==> src/rtl/dma_ring_pkg.sv <==
package dma_ring_pkg;

  typedef enum logic [1:0] {
    MV_IDLE  = 2'd0,
    MV_READ  = 2'd1,
    MV_WRITE = 2'd2
  } mv_state_e;

  localparam logic [1:0] SZ_BYTE = 2'd0;
  localparam logic [1:0] SZ_HALF = 2'd1;
  localparam logic [1:0] SZ_WORD = 2'd2;

endpackage

==> src/rtl/dma_req_arb.sv <==
module dma_req_arb #(
  parameter int unsigned NCH = 2,
  localparam int unsigned CHW = (NCH > 1) ? $clog2(NCH) : 1
) (
  input  logic           clk,
  input  logic           rst_n,
  input  logic [NCH-1:0] req_i,
  input  logic           idle_i,
  output logic           gnt_o,
  output logic [CHW-1:0] gnt_ch_o,
  output logic [NCH-1:0] pend_o
);

  logic [NCH-1:0] pend_q, pend_d, clr;
  logic [CHW-1:0] sel;

  // lowest index wins
  always_comb begin
    sel = '0;
    for (int i = NCH - 1; i >= 0; i--) begin
      if (pend_q[i]) sel = CHW'(i);
    end
  end

  always_comb begin
    gnt_o = idle_i && (|pend_q);
    clr   = '0;
    if (gnt_o) clr[sel] = 1'b1;
    pend_d = (pend_q & ~clr) | req_i;
  end

  always_ff @(posedge clk or negedge rst_n) begin
    if (!rst_n) pend_q <= '0;
    else        pend_q <= pend_d;
  end

  assign gnt_ch_o = sel;
  assign pend_o   = pend_q;

endmodule

==> src/rtl/dma_desc.sv <==
module dma_desc #(
  parameter int unsigned AW = 32,
  parameter int unsigned CW = 4
) (
  input  logic          clk,
  input  logic          rst_n,
  input  logic          ld_i,
  input  logic [AW-1:0] cfg_src_i,
  input  logic [AW-1:0] cfg_dst_i,
  input  logic [AW-1:0] cfg_soff_i,
  input  logic [AW-1:0] cfg_doff_i,
  input  logic [AW-1:0] cfg_slast_i,
  input  logic [AW-1:0] cfg_dlast_i,
  input  logic [1:0]    cfg_size_i,
  input  logic [CW-1:0] cfg_iter_i,
  input  logic          adv_i,
  output logic [AW-1:0] src_o,
  output logic [AW-1:0] dst_o,
  output logic [1:0]    size_o
);

  logic [AW-1:0] src_q, src_d, dst_q, dst_d;
  logic [AW-1:0] soff_q, doff_q, slast_q, dlast_q;
  logic [1:0]    size_q;
  logic [CW-1:0] biter_q, citer_q, citer_d;
  logic          wrap;
  logic          upd_en;

  assign wrap   = (citer_q <= CW'(1));
  assign upd_en = ld_i || adv_i;

  always_comb begin
    src_d   = src_q;
    dst_d   = dst_q;
    citer_d = citer_q;
    if (ld_i) begin
      src_d   = cfg_src_i;
      dst_d   = cfg_dst_i;
      citer_d = cfg_iter_i;
    end else if (adv_i) begin
      src_d   = src_q + soff_q + (wrap ? slast_q : '0);
      dst_d   = dst_q + doff_q + (wrap ? dlast_q : '0);
      citer_d = wrap ? biter_q : citer_q - CW'(1);
    end
  end

  // static descriptor fields: enabled by load only
  always_ff @(posedge clk or negedge rst_n) begin
    if (!rst_n) begin
      soff_q  <= '0;
      doff_q  <= '0;
      slast_q <= '0;
      dlast_q <= '0;
      size_q  <= '0;
      biter_q <= '0;
    end else if (ld_i) begin
      soff_q  <= cfg_soff_i;
      doff_q  <= cfg_doff_i;
      slast_q <= cfg_slast_i;
      dlast_q <= cfg_dlast_i;
      size_q  <= cfg_size_i;
      biter_q <= cfg_iter_i;
    end
  end

  // working state
  always_ff @(posedge clk or negedge rst_n) begin
    if (!rst_n) begin
      src_q   <= '0;
      dst_q   <= '0;
      citer_q <= '0;
    end else if (upd_en) begin
      src_q   <= src_d;
      dst_q   <= dst_d;
      citer_q <= citer_d;
    end
  end

  assign src_o  = src_q;
  assign dst_o  = dst_q;
  assign size_o = size_q;

  AST_CITER_RELOAD: assert property (@(posedge clk) disable iff (!rst_n)
    (adv_i && !ld_i && citer_q == CW'(1)) |=> (citer_q == $past(biter_q)));

  AST_CITER_STEP: assert property (@(posedge clk) disable iff (!rst_n)
    (adv_i && !ld_i && citer_q > CW'(1)) |=> (citer_q == $past(citer_q) - CW'(1)));

endmodule

==> src/rtl/dma_mover.sv <==
module dma_mover
  import dma_ring_pkg::*;
#(
  parameter int unsigned AW  = 32,
  parameter int unsigned DW  = 32,
  parameter int unsigned CHW = 1
) (
  input  logic           clk,
  input  logic           rst_n,
  input  logic           gnt_i,
  input  logic [CHW-1:0] gnt_ch_i,
  input  logic [AW-1:0]  src_i,
  input  logic [AW-1:0]  dst_i,
  input  logic [1:0]     size_i,
  input  logic [DW-1:0]  mem_rdata_i,
  input  logic           mem_ready_i,
  output logic           idle_o,
  output logic [CHW-1:0] ch_o,
  output logic           done_o,
  output logic           mem_req_o,
  output logic           mem_we_o,
  output logic [AW-1:0]  mem_addr_o,
  output logic [1:0]     mem_size_o,
  output logic [DW-1:0]  mem_wdata_o
);

  mv_state_e      state_q, state_d;
  logic [CHW-1:0] ch_q, ch_d;
  logic [DW-1:0]  data_q, data_d;
  logic [DW-1:0]  lane_mask;

  always_comb begin
    case (size_i)
      SZ_BYTE: lane_mask = {{(DW-8){1'b0}}, 8'hFF};
      SZ_HALF: lane_mask = {{(DW-16){1'b0}}, 16'hFFFF};
      default: lane_mask = {DW{1'b1}};
    endcase
  end

  always_comb begin
    state_d    = state_q;
    ch_d       = ch_q;
    data_d     = data_q;
    done_o     = 1'b0;
    mem_req_o  = 1'b0;
    mem_we_o   = 1'b0;
    mem_addr_o = src_i;
    case (state_q)
      MV_IDLE: begin
        if (gnt_i) begin
          state_d = MV_READ;
          ch_d    = gnt_ch_i;
        end
      end
      MV_READ: begin
        mem_req_o  = 1'b1;
        mem_addr_o = src_i;
        if (mem_ready_i) begin
          data_d  = mem_rdata_i & lane_mask;
          state_d = MV_WRITE;
        end
      end
      MV_WRITE: begin
        mem_req_o  = 1'b1;
        mem_we_o   = 1'b1;
        mem_addr_o = dst_i;
        if (mem_ready_i) begin
          done_o  = 1'b1;
          state_d = MV_IDLE;
        end
      end
      default: state_d = MV_IDLE;
    endcase
  end

  always_ff @(posedge clk or negedge rst_n) begin
    if (!rst_n) begin
      state_q <= MV_IDLE;
      ch_q    <= '0;
      data_q  <= '0;
    end else begin
      state_q <= state_d;
      ch_q    <= ch_d;
      data_q  <= data_d;
    end
  end

  assign idle_o      = (state_q == MV_IDLE);
  assign ch_o        = ch_q;
  assign mem_size_o  = size_i;
  assign mem_wdata_o = data_q;

  AST_RD_THEN_WR: assert property (@(posedge clk) disable iff (!rst_n)
    (state_q == MV_READ && mem_ready_i) |=> (mem_req_o && mem_we_o));

  AST_WR_THEN_IDLE: assert property (@(posedge clk) disable iff (!rst_n)
    (mem_req_o && mem_we_o && mem_ready_i) |=> !mem_req_o);

endmodule

==> src/rtl/dma_ring_engine.sv <==
module dma_ring_engine #(
  parameter int unsigned NCH      = 2,
  parameter int unsigned AW       = 32,
  parameter int unsigned DW       = 32,
  parameter int unsigned MAX_ITER = 8,
  localparam int unsigned CW      = $clog2(MAX_ITER + 1),
  localparam int unsigned CHW     = (NCH > 1) ? $clog2(NCH) : 1
) (
  input  logic                    clk,
  input  logic                    rst_n,
  input  logic [NCH-1:0]          req_i,
  output logic [NCH-1:0]          ack_o,
  input  logic [NCH-1:0]          ld_i,
  input  logic [NCH-1:0][AW-1:0]  cfg_src_i,
  input  logic [NCH-1:0][AW-1:0]  cfg_dst_i,
  input  logic [NCH-1:0][AW-1:0]  cfg_soff_i,
  input  logic [NCH-1:0][AW-1:0]  cfg_doff_i,
  input  logic [NCH-1:0][AW-1:0]  cfg_slast_i,
  input  logic [NCH-1:0][AW-1:0]  cfg_dlast_i,
  input  logic [NCH-1:0][1:0]     cfg_size_i,
  input  logic [NCH-1:0][CW-1:0]  cfg_iter_i,
  output logic                    mem_req_o,
  output logic                    mem_we_o,
  output logic [AW-1:0]           mem_addr_o,
  output logic [1:0]              mem_size_o,
  output logic [DW-1:0]           mem_wdata_o,
  input  logic [DW-1:0]           mem_rdata_i,
  input  logic                    mem_ready_i
);

  // reset: asserted asynchronously, released on a clock edge
  logic [1:0] rst_sync_q;
  logic       rst_s_n;

  always_ff @(posedge clk or negedge rst_n) begin
    if (!rst_n) rst_sync_q <= 2'b00;
    else        rst_sync_q <= {rst_sync_q[0], 1'b1};
  end
  assign rst_s_n = rst_sync_q[1];

  logic           mv_idle, mv_done, gnt;
  logic [CHW-1:0] gnt_ch, cur_ch;
  logic [NCH-1:0] pend;
  logic [NCH-1:0] adv;
  logic [NCH-1:0] ack_q, ack_d;
  logic [NCH-1:0][AW-1:0] d_src, d_dst;
  logic [NCH-1:0][1:0]    d_size;
  logic [AW-1:0]  sel_src, sel_dst;
  logic [1:0]     sel_size;

  dma_req_arb #(.NCH(NCH)) u_arb (
    .clk      (clk),
    .rst_n    (rst_s_n),
    .req_i    (req_i),
    .idle_i   (mv_idle),
    .gnt_o    (gnt),
    .gnt_ch_o (gnt_ch),
    .pend_o   (pend)
  );

  for (genvar c = 0; c < NCH; c++) begin : g_ch
    assign adv[c] = mv_done && (cur_ch == CHW'(c));

    dma_desc #(.AW(AW), .CW(CW)) u_desc (
      .clk         (clk),
      .rst_n       (rst_s_n),
      .ld_i        (ld_i[c]),
      .cfg_src_i   (cfg_src_i[c]),
      .cfg_dst_i   (cfg_dst_i[c]),
      .cfg_soff_i  (cfg_soff_i[c]),
      .cfg_doff_i  (cfg_doff_i[c]),
      .cfg_slast_i (cfg_slast_i[c]),
      .cfg_dlast_i (cfg_dlast_i[c]),
      .cfg_size_i  (cfg_size_i[c]),
      .cfg_iter_i  (cfg_iter_i[c]),
      .adv_i       (adv[c]),
      .src_o       (d_src[c]),
      .dst_o       (d_dst[c]),
      .size_o      (d_size[c])
    );
  end

  always_comb begin
    sel_src  = d_src[0];
    sel_dst  = d_dst[0];
    sel_size = d_size[0];
    for (int c = 1; c < NCH; c++) begin
      if (cur_ch == CHW'(c)) begin
        sel_src  = d_src[c];
        sel_dst  = d_dst[c];
        sel_size = d_size[c];
      end
    end
  end

  dma_mover #(.AW(AW), .DW(DW), .CHW(CHW)) u_mover (
    .clk         (clk),
    .rst_n       (rst_s_n),
    .gnt_i       (gnt),
    .gnt_ch_i    (gnt_ch),
    .src_i       (sel_src),
    .dst_i       (sel_dst),
    .size_i      (sel_size),
    .mem_rdata_i (mem_rdata_i),
    .mem_ready_i (mem_ready_i),
    .idle_o      (mv_idle),
    .ch_o        (cur_ch),
    .done_o      (mv_done),
    .mem_req_o   (mem_req_o),
    .mem_we_o    (mem_we_o),
    .mem_addr_o  (mem_addr_o),
    .mem_size_o  (mem_size_o),
    .mem_wdata_o (mem_wdata_o)
  );

  always_comb begin
    ack_d = '0;
    if (mv_done) ack_d[cur_ch] = 1'b1;
  end

  always_ff @(posedge clk or negedge rst_s_n) begin
    if (!rst_s_n) ack_q <= '0;
    else          ack_q <= ack_d;
  end

  assign ack_o = ack_q;

  AST_ACK_ONEHOT: assert property (@(posedge clk) disable iff (!rst_s_n)
    $onehot0(ack_o));

  AST_ACK_AFTER_WRITE: assert property (@(posedge clk) disable iff (!rst_s_n)
    (mem_req_o && mem_we_o && mem_ready_i) |=> (ack_o != '0));

  AST_STALL_HOLD: assert property (@(posedge clk) disable iff (!rst_s_n)
    (mem_req_o && !mem_ready_i) |=>
      (mem_req_o && $stable(mem_addr_o) && $stable(mem_we_o) && $stable(mem_wdata_o)));

  AST_PRIO_CH0: assert property (@(posedge clk) disable iff (!rst_s_n)
    (mem_req_o && !$past(mem_req_o) && cur_ch != '0) |-> !$past(pend[0]));

endmodule

==> config.mk <==
export PLATFORM = sky130hd
export DESIGN_NAME = dma_ring_engine
export DESIGN_NICKNAME = d
export VERILOG_FILES = /design/src/rtl/dma_ring_pkg.sv /design/src/rtl/dma_req_arb.sv /design/src/rtl/dma_desc.sv /design/src/rtl/dma_mover.sv /design/src/rtl/dma_ring_engine.sv
export SDC_FILE = /design/constraint.sdc
export NUM_CORES = 1
export LEC_CHECK = 0
export ABC_AREA = 1
export BUFFER_PORTS_ARGS = -buffer_cell sky130_fd_sc_hd__buf_2
export CORE_MARGIN = 2
export CORE_UTILIZATION = 50
export CTS_CLUSTER_SIZE = 24
export DETAILED_ROUTE_END_ITERATION = 10
export PLACE_DENSITY = 0.72
export RECOVER_POWER = 50
export SLEW_MARGIN = 20
export SYNTH_ARGS = -nofsm -noshare
export SYNTH_HDL_FRONTEND = slang
export SYNTH_SLANG_ARGS = --single-unit
==> constraint.sdc <==
create_clock -name clk -period 15.7 [get_ports clk]
set_input_delay 0.785 -clock clk [delete_from_list [all_inputs] [get_ports clk]]
set_output_delay 0.785 -clock clk [all_outputs]
set_load 0.02 [all_outputs]
* Word level (Yosys, flattened, before mapping)
Index checks and enable logic that the tools add are counted.
** Storage, ports and cells
- Register bits after elaboration :: 445
- Bits in latches :: 0
- RAM bits :: 0
- Memory bits (read-only) :: 0
- Output and inout bits :: 70
- Logic and storage cells :: 108
- Memories kept :: 0
** Cells by class
- Add/subtract/negate cells :: 10
- $mul :: 0
- Divide/modulo/power cells :: 0
- Magnitude comparators :: 6
- Equality and inequality tests :: 6
- Shifts and indexed selects :: 0
- Muxes and demuxes :: 39
- Bitwise operators :: 5
- Reduce and logical (&&, ||, !) cells :: 18
** Operators by type and width (number)
- 2-to-1 mux 32 bit :: 15
- adder 32 bit :: 8
- one-hot mux 32 bit (2 select lines) :: 1
- bitwise AND 32 bit :: 1
- 2-to-1 mux 4 bit :: 6
- 2-to-1 mux 2 bit :: 6
- less-or-equal comparator 4 x 1 -> 1 bit, second input constant :: 2
- 2-to-1 mux 1 bit :: 8
- AND reduction 2 bit :: 4
- subtractor 4 x 1 -> 4 bit, second input constant :: 2
- inequality test 2 bit, second input constant :: 3
- one-hot mux 2 bit (3 select lines) :: 1
- logical AND 1 bit :: 5
- == test 2 x 1 -> 1 bit, second input constant :: 2
- logical NOT 2 bit :: 2
- less-than comparator 1 x 2 -> 1 bit, second input constant :: 2
- nonzero test 2 bit :: 2
- OR reduction 2 bit :: 2
- AND reduction 3 bit :: 1
- bitwise AND 2 bit :: 1
- demux 1 bit (select 1 bit) :: 2
- == test 2 bit, second input constant :: 1
- >= comparator 1 bit, second input constant :: 2
- logical OR 1 bit :: 2
- 3 further kinds :: 3

* Logic depth before layout (Yosys ltp)
Gate-level depths: netlist of run 1.
- Depth after elaboration :: 10
- Mapped depth :: 23

* Modules after synthesis
From an unflattened synthesis of run 1, not the netlist that was laid out.
** Unflattened totals
- Cell total of the unflattened synthesis :: 4424
- Area, all modules :: 31644.1 µm²
** Modules (own cells, without submodules)
- dma_desc (g_ch[1].u_desc) :: instances 1, cells an instance 1989, area each 14281.2 µm², seq. area each 5054.8 µm²
- dma_desc (g_ch[0].u_desc) :: instances 1, cells an instance 1994, area each 14263.7 µm², seq. area each 5054.8 µm²
- dma_mover :: instances 1, cells an instance 207, area each 2028.2 µm², seq. area each 875.8 µm²
- dma_ring_engine :: instances 1, cells an instance 223, area each 979.7 µm², seq. area each 100.1 µm²
- dma_req_arb :: instances 1, cells an instance 11, area each 91.3 µm², seq. area each 50.0 µm²

* Worst setup path after synthesis of run 1
No wires, ideal clock.
- Path kind :: flip-flop to flip-flop
- Start :: register g_ch[1].u_desc.citer_q[0]
- End :: register g_ch[1].u_desc.src_q[15]
- Arrival time :: 3560 ps
- Slack :: 12023 ps
- Stages on the path, launching flop included :: 20
- Path through :: dfrtp_1 -> inv_1 -> ha_1 -> o21ai_0 -> clkbuf_1 -> clkbuf_1 -> nor2_1 -> fa_1 -> ha_1 -> inv_1 -> fa_1 -> o21ai_0 -> nand2_1 -> nand2_1 -> nand2_1 -> nand2_1 -> xnor2_1 -> nand2_1 -> nand2_1 -> nand2_1
** Between the ends
- Longest elaborated chain between the ends :: 5
** RTL lines
- from (decl) :: line dma_desc.sv:25 : logic [CW-1:0] biter_q, citer_q, citer_d;
- from (signal assigned) :: line dma_desc.sv:75 : citer_q <= citer_d;
- less-or-equal comparator 4 x 1 -> 1 bit :: line dma_desc.sv:29 : assign wrap = (citer_q <= CW'(1));
- 2-to-1 mux 32 bit :: line dma_desc.sv:41 : src_d = src_q + soff_q + (wrap ? slast_q : '0);
- adder 32 bit :: line dma_desc.sv:41
- 2-to-1 mux 32 bit :: line dma_desc.sv:40 : end else if (adv_i) begin
- 2-to-1 mux 32 bit :: line dma_desc.sv:36 : if (ld_i) begin
- to (signal assigned) :: line dma_desc.sv:73 : src_q <= src_d;
- to (decl) :: line dma_desc.sv:22 : logic [AW-1:0] src_q, src_d, dst_q, dst_d;
Every way passes these cells. The select of a mux whose other input is x is not followed.
A chain may end at the register's enable or synchronous reset.

* Final worst setup path of run 1
- Start :: input port ld_i[0]
- End :: register g_ch[0].u_desc.src_q[6]
** Between the ends
- Longest elaborated chain between the ends :: 2
- Elaborated cells between the ends (all ways) :: 4
- Classes of those cells :: 1 x mux; 3 x reduce/logical
** RTL lines
- from (decl) :: line dma_ring_engine.sv:13 : input logic [NCH-1:0] ld_i,
- nonzero test 2 bit (no source line) / logical OR 1 bit (equally long branches)
- AND reduction 2 bit (no source line)
- to (signal assigned) :: line dma_desc.sv:73
- to (decl) :: line dma_desc.sv:22
Parallel ways exist; a longest one is shown, timed or not.

==> impl_metrics.tcl, run 1 <==
set metrics [dict create \
    status "complete, but fails checks" \
    violations "capacitance limit, slew limit" \
    clockBufferDepth 3 \
    path_class "primary input to flop" \
    cp_cell_sequence "clkbuf_1 -> clkinvlp_2 -> clkbuf_1 -> o21ai_0 -> o21ai_1" \
    dp_hpwl_um 86700 \
    crit_arrival_ns 8.65 \
    syn_nets 4982 \
    synth-simple-area-share_pct 28.9 \
    synth_xor_area_share_pct 1.43 \
    period_share_pct 52.1 \
    cap_violations 13 \
    synth_top_family_by_area "simple AND/OR/NAND/NOR gates" \
    via_count 29428 \
    synth_area_leaders "dfrtp_1 (36%), nand2_1 (19%), fa_1 (8.4%)" \
    via_per_inst 5.31 \
    fp-row-count 90 \
    hold_violations 0 \
    numCtsBuffers 49 \
    crit_path_top_delay_cell "clkinvlp_2" \
    yosysTopAreaCellShare_pct 36.4 \
    drv_slew 959 \
    p_leak_nw 19.4 \
    synth_edf_count 0 \
    path_buf_inv 3 \
    top_layer "met5" \
    die_y_um 251 \
    total_power_w 0.00619 \
    grt_max_degree 104 \
    critical-path-top-delay-family "buffers and inverters" \
    wl_met2_um 49500 \
    hold_path.class "flop to flop" \
    area_growth_syn_to_layout_pct 15.6 \
    rsz0062_at_grt "no" \
    syn_inst 4290 \
    drive_gt1_share_pct 12.1 \
    required_ns 16.17 \
    fin_skew_ns 0.0102 \
    max_freq_mhz 122 \
    drt_wl_total_um 110000 \
    slew_headroom_pct -182 \
    gp_congestion 0.978 \
    instances_no_fill 5540 \
    dieArea_mm2 0.0631 \
    yosysTopAreaCell "dfrtp_1" \
    post-cts-setup-buffers 0 \
    cpMostUsedCell "clkbuf_1" \
    synth_flop_cell "dfrtp_1" \
    synthAdderAreaFrac_pct 13.7 \
    wl_met1_um 45900 \
    port_buffers 504 \
    ctsHtreeMaxLevel 2 \
    grt_pass1_wl_um 166000 \
    die_width_um 251 \
    first_global_vias 28682 \
    powerDensity_mw_per_mm2 175 \
    drt_iter0_drc 2437 \
    ioPinCount 505 \
    cp-start-kind "primary input" \
    yosys.cell_types.count 42 \
    cts_tree "built" \
    dr_wl_met3_um 9020 \
    yosysWarnings 0 \
    firstDrtPassIters 7 \
    start_util_pct 50.6 \
    wl_per_cell_um 19.8 \
    crit_path_end_kind "flop" \
    ys_seq_area_share_pct 36.4 \
    grt_overflow_total 0 \
    clock_latency_ns 0.61 \
    ant_nets 0 \
    synth_mux_area_share_pct 0.0369 \
    syn-cell-area_mm2 0.0306 \
    tightest_slew_ns 4.22 \
    root_buffer "clkbuf_16" \
    min_period_ns 8.18 \
    synth.avg_cell_area_um2 7.12 \
    antenna_found_initial 6 \
    grtUsageTotal_pct 34.6 \
    fin_tns_setup_ns 0 \
    fin_nets 5411 \
    coreArea_mm2 0.0604 \
    setup_viol 0 \
    cp_max_fo 71 \
    synth_compound_area_share_pct 10.7 \
    drc 0 \
    dp.cells 5449 \
    synthArstFlopShare_pct 100 \
    ys_seq_elements 445 \
    clk_pin_slew_worst_paths_ns 0.06 \
    cts_sinks 445 \
    critical_path.max_stage_delay_ns 3.02 \
    peakVddDrop_v 0.000154 \
]
==> cell families (layout without fill, tap and decap cells) <==
| logic type | Yosys count | after routing |
|---|---|---|
| xor gates and xnor gates | 50 | 50 |
| adders and majority gates | 257 | 257 |
| and+or+nand+nor | 2240 | 2240 |
| muxes | 1 | 1 |
| buffers and inverters | 709 | 1174 |
| DFF | 445 | 445 |
| AOI/OAI and AO/OA | 587 | 587 |
| other | 1 | 4 |
==> what timing repair did <==
item / 4_1_cts / 5_1_grt
hold endpoints to repair: 2 / 0
resized for setup: 0 / 0
setup endpoints to repair: 0 / 0
hold buffers: 1 / 0
==> cells in the mapped netlist, types with 3 or more instances <==
library cell / instances
nand2_1: 1544
inv_1: 551
dfrtp_1: 445
nor2_1: 436
o21ai_0: 327
nand3_1: 189
ha_1: 129
fa_1: 128
a21oi_1: 127
clkbuf_1: 116
o211ai_1: 35
a22o_1: 27
xor2_1: 27
nor3_1: 24
o21bai_1: 24
o22ai_1: 23
xnor2_1: 23
buf_2: 20
nand4_1: 20
nand3b_1: 11
inv_2: 9
a31oi_1: 8
and2_1: 7
buf_1: 7
o21ai_1: 7
buf_4: 3
clkinv_1: 3
==> registers in the layout (all words and copies together), names as in the netlist, 4 cells and up <==
signal               flops
u_mover.mem_wdata_o     32
g_ch.u_desc.soff_q      64
g_ch.u_desc.doff_q      64
g_ch.u_desc.dst_o       64
g_ch.u_desc.dlast_q     64
g_ch.u_desc.slast_q     64
g_ch.u_desc.src_o       64
g_ch.u_desc.citer_q      8
g_ch.u_desc.biter_q      8
g_ch.u_desc.size_o       4
==> power breakdown <==
part / internal [W] / switching [W]
logic: 0.00104 / 0.00221
registers: 0.00136 / 0.000284
clock network: 0.000781 / 0.000508
total: 0.00318 / 0.00301
==> through the flow <==
stage | setup slack [ns] | util [%] | cell area [µm²] | hold slack (ns)
global placement | 11.54 | 55.8 | 33700 | 0.341
CTS | 11.04 | 58.7 | 35400 | 0.343
detailed placement | 11.41 | 55.8 | 33700 | 0.349
global route | 6.88 | 58.5 | 35300 | 0.369
finish | 7.52 | 58.5 | 35300 | 0.357
floorplan | 2.38 | - | 30600 | 0.331
==> metal layers <==
metal  track usage (%)  vias up
met1              45.9    13839
met3              6.71      205
li1                  -    14256
met4              15.0        4
met2              55.5     1124
met5                 0        -
==> cell type report <==
class | count | area, µm²
antenna | 3 | 7.51
multi-input combinational | 3136 | 16700
tap | 782 | 978
clock inverter | 23 | 380
clock buffer | 64 | 1380
inverter | 563 | 2110
timing repair buffer | 524 | 2590
fill | 5860 | 25000
sequential | 445 | 11100
==> placed cells by master, fill, tap and decap left out, types with 7 or more instances in the layout <==
master | Yosys | final
o21ai_1 | 7 | 7
a31oi_1 | 8 | 8
inv_1 | 551 | 551
o21bai_1 | 24 | 24
nand3b_1 | 11 | 11
and2_1 | 7 | 7
clkbuf_8 | 0 | 10
o211ai_1 | 35 | 35
xor2_1 | 27 | 27
nand4_1 | 20 | 20
inv_2 | 9 | 8
clkbuf_16 | 0 | 49
bufinv_16 | 0 | 10
a22o_1 | 27 | 27
clkbuf_1 | 116 | 53
nor2_1 | 436 | 436
dfrtp_1 | 445 | 444
fa_1 | 128 | 128
ha_1 | 129 | 129
o22ai_1 | 23 | 23
a21oi_1 | 127 | 127
nand2_1 | 1544 | 1544
buf_4 | 3 | 8
clkinv_2 | 0 | 8
buf_2 | 20 | 467
xnor2_1 | 23 | 23
o21ai_0 | 327 | 325
nor3_1 | 24 | 25
nand3_1 | 189 | 189
==> path summary, 6_finish.rpt <==
kind | startpoint | endpoint | slack, ns | depth (start not counted)
setup / recovery | ld_i[0] | g_ch[0].u_desc.src_o[6]$_DFFE_PN0P_ | 7.52 | 5
hold / removal | rst_sync_q[0]$_DFF_PN0_ | rst_sync_q[1]$_DFF_PN0_ | 0.36 | 0
setup reg to reg | rst_sync_q[1]$_DFF_PN0_ | u_mover.ch_o$_DFFE_PN0P_ | 9.62 | 1
hold reg to reg | rst_sync_q[0]$_DFF_PN0_ | rst_sync_q[1]$_DFF_PN0_ | 0.36 | 0
max in group asynchronous | rst_sync_q[1]$_DFF_PN0_ | u_mover.ch_o$_DFFE_PN0P_ | 9.62 | 1
min in group asynchronous | rst_n | rst_sync_q[1]$_DFF_PN0_ | 0.49 | 2
No activity file was read; power rests on OpenSTA's default activity.
==> run 2, diff against run 1 <==
ABC_AREA = 0   (was 1)
PLACE_DENSITY = 0.76   (was 0.72)
clock period = 7.2 ns   (was 15.7 ns; I/O delays follow)
==> run 2 against run 1 <==
  * Largest cell class unchanged
  * Sequential power increased by 100%
  * The run still ends with capacitance limit, slew limit left
  * Die area is 7.4% lower
  * Wire length decreased by 6.3%
==> impl_metrics.tcl, run 2 <==
set metrics [dict create \
    syn_inst 2666 \
    fin_skew_ns 0.0293 \
    synth.avg_cell_area_um2 10.6 \
    synthAdderAreaFrac_pct 14.8 \
    hold_path.class "primary input to flop" \
    layout_common_cells "buf_2 (467), dfrtp_1 (444), dlygate4sd3_1 (324), mux2_2 (266), nand2_1 (255)" \
    final_common_cell "buf_2" \
    die_width_um 242 \
    clk_pin_slew_worst_paths_ns 0.06 \
    clockBufferDepth 3 \
    fin_tns_setup_ns 0 \
    gp_congestion 0.977 \
    synth_flop_cell "dfrtp_1" \
    dp_hpwl_um 73100 \
    synth_mux_area_share_pct 14.1 \
    max_freq_mhz 173 \
    setup_viol 0 \
    period_share_pct 80.5 \
    hold_violations 0 \
    synth_top_family_by_area "adder cells" \
    p_leak_nw 16.6 \
    port_buffers 504 \
    grtUsageTotal_pct 34.7 \
    drv_slew 542 \
    drt_wl_total_um 103000 \
    via_per_inst 5.87 \
    synthArstFlopShare_pct 100 \
    synth_area_leaders "dfrtp_1 (39%), mux2_2 (11%), fa_1 (9.1%)" \
    antenna_found_initial 17 \
    min_period_ns 5.79 \
    die_y_um 242 \
    synth-simple-area-share_pct 11.6 \
    ys_seq_elements 445 \
    cp_max_fo 100 \
    ant_nets 0 \
    drc 0 \
    peakVddDrop_v 0.000259 \
    cts_sinks 445 \
    start_util_pct 50.3 \
    grt_overflow_total 0 \
    yosysTopAreaCell "dfrtp_1" \
    ys_seq_area_share_pct 39.4 \
    drt_iter0_drc 2297 \
    yosys.cell_types.count 79 \
    coreArea_mm2 0.0562 \
    synth_common_cells "dfrtp_1 (445), mux2_2 (274), nand2_1 (255)" \
    ioPinCount 505 \
    violations "capacitance limit, slew limit" \
    grt_pass1_wl_um 155000 \
    stdcell_area_mm2 0.0364 \
    hold_depth 2 \
    area_growth_syn_to_layout_pct 28.7 \
    synth_xor_area_share_pct 3.19 \
    first_global_vias 25956 \
    yosysTopAreaCellShare_pct 39.4 \
    fp-row-count 87 \
    status "complete, but fails checks" \
    yosysWarnings 0 \
    cap_violations 7 \
    syn_nets 3358 \
    synth_edf_count 0 \
    yosysMostFrequentCell "dfrtp_1" \
    crit_path_end_kind "flop" \
    cts_tree "built" \
    worst-r2r-cell-count 17 \
    cp-start-kind "primary input" \
    root_buffer "clkbuf_16" \
    slew_headroom_pct -229 \
    place_area_mm2 0.0314 \
    tightest_slew_ns 4.94 \
    dieArea_mm2 0.0584 \
    hold_slack_ns 0.00891 \
    total_power_w 0.0114 \
    path_class "primary input to flop" \
    grt_max_degree 163 \
    rsz0062_at_grt "no" \
    cts_resized 0 \
    fin_nets 4112 \
    via_count 24800 \
    clock_latency_ns 0.61 \
    drive_gt1_share_pct 26.1 \
    firstDrtPassIters 6 \
    syn-cell-area_mm2 0.0283 \
    synth_compound_area_share_pct 14.1 \
    crit_arrival_ns 6.27 \
    required_ns 7.68 \
    numCtsBuffers 51 \
    ctsHtreeMaxLevel 2 \
    wl_per_cell_um 24.3 \
    powerDensity_mw_per_mm2 314 \
]
[run 2: changes by cell type after synthesis, moves of 137 or more]
cell,before,now
nor2_1,436,133
nand3_1,189,35
inv_1,551,61
mux2_2,1,274
o21ai_0,327,190
nand2_1,1544,255
[run 2: what timing repair did]
action | 4_1_cts | 5_1_grt
buffers inserted | 0 | 0
hold buffers | 323 | 1
endpoints found under the hold margin | 327 | 1
[run 2: routing by layer]
layer  global-route usage (%)  share of wire, %  vias to the layer above  wire, µm
met1                     43.5                39                    12281     39600
li1                         -                 -                    10957         -
met3                     7.24               8.1                      338      8340
met2                     56.1                47                     1210     48200
met4                     19.8               6.3                       14      6470
met5                        0             0.076                        -        78
[run 2: cell type report]
cell class | count | area [µm²]
Sequential cell | 445 | 11100
Timing Repair Buffer | 848 | 5900
Inverter | 64 | 240
Multi-Input combinational cell | 2010 | 16300
Clock buffer | 70 | 1440
Antenna cell | 5 | 12.5
Fill cell | 4280 | 19800
Tap cell | 756 | 946
Clock inverter | 25 | 359
[run 2: kinds of logic (layout without fill, tap and decap cells)]
kind of cell    count (synthesis)  after routing
fa+ha+maj                     257            257
compound gates                641            641
other cells                     1              6
buf+inv                       211           1007
flops                         445            445
mux                           325            325
xor+xnor                      103            103
simple gates                  683            683
[run 2: worst max-delay path, stage by stage]
cell and delay, ns:
clkbuf_1 3.40, clkbuf_2 1.87, mux2_2 0.48
[run 2: stage by stage]
| step | cells | setup slack, ns | utilization [%] |
|---|---|---|---|
| 4_1_cts | 4216 | 2.07 | 64.8 |
| 2_1_floorplan | 2666 | 2.69 | - |
| 3_5_place_dp | 3798 | 2.10 | 55.9 |
| 3_3_place_gp | 3798 | 2.28 | 55.9 |
| 5_1_grt | 4223 | 0.978 | 64.8 |
| 6_report | 4223 | 1.41 | 64.8 |
[run 2: path summary, 6_finish.rpt]
| kind | startpoint | end | slack, ns |
|---|---|---|---|
| hold reg to reg | rst_sync_q[0]$_DFF_PN0_ | rst_sync_q[1]$_DFF_PN0_ | 0.35 |
| min in group asynchronous | rst_n | rst_sync_q[0]$_DFF_PN0_ | 0.07 |
| setup / recovery | ld_i[1] | g_ch[1].u_desc.slast_q[1]$_DFFE_PN0P_ | 1.41 |
| max in group asynchronous | rst_sync_q[1]$_DFF_PN0_ | g_ch[1].u_desc.doff_q[30]$_DFFE_PN0P_ | 3.78 |
| hold / removal | cfg_dlast_i[48] | g_ch[1].u_desc.dlast_q[16]$_DFFE_PN0P_ | 0.009 |
| setup reg to reg | g_ch[1].u_desc.citer_q[0]$_DFFE_PN0P_ | g_ch[1].u_desc.src_o[27]$_DFFE_PN0P_ | 1.78 |
[run 2: where the power goes]
group          switching (W)  internal (W)  leakage [nW]
clock network        0.00115       0.00169         0.864
registers           0.000478       0.00287          5.28
logic                0.00302       0.00221          10.4
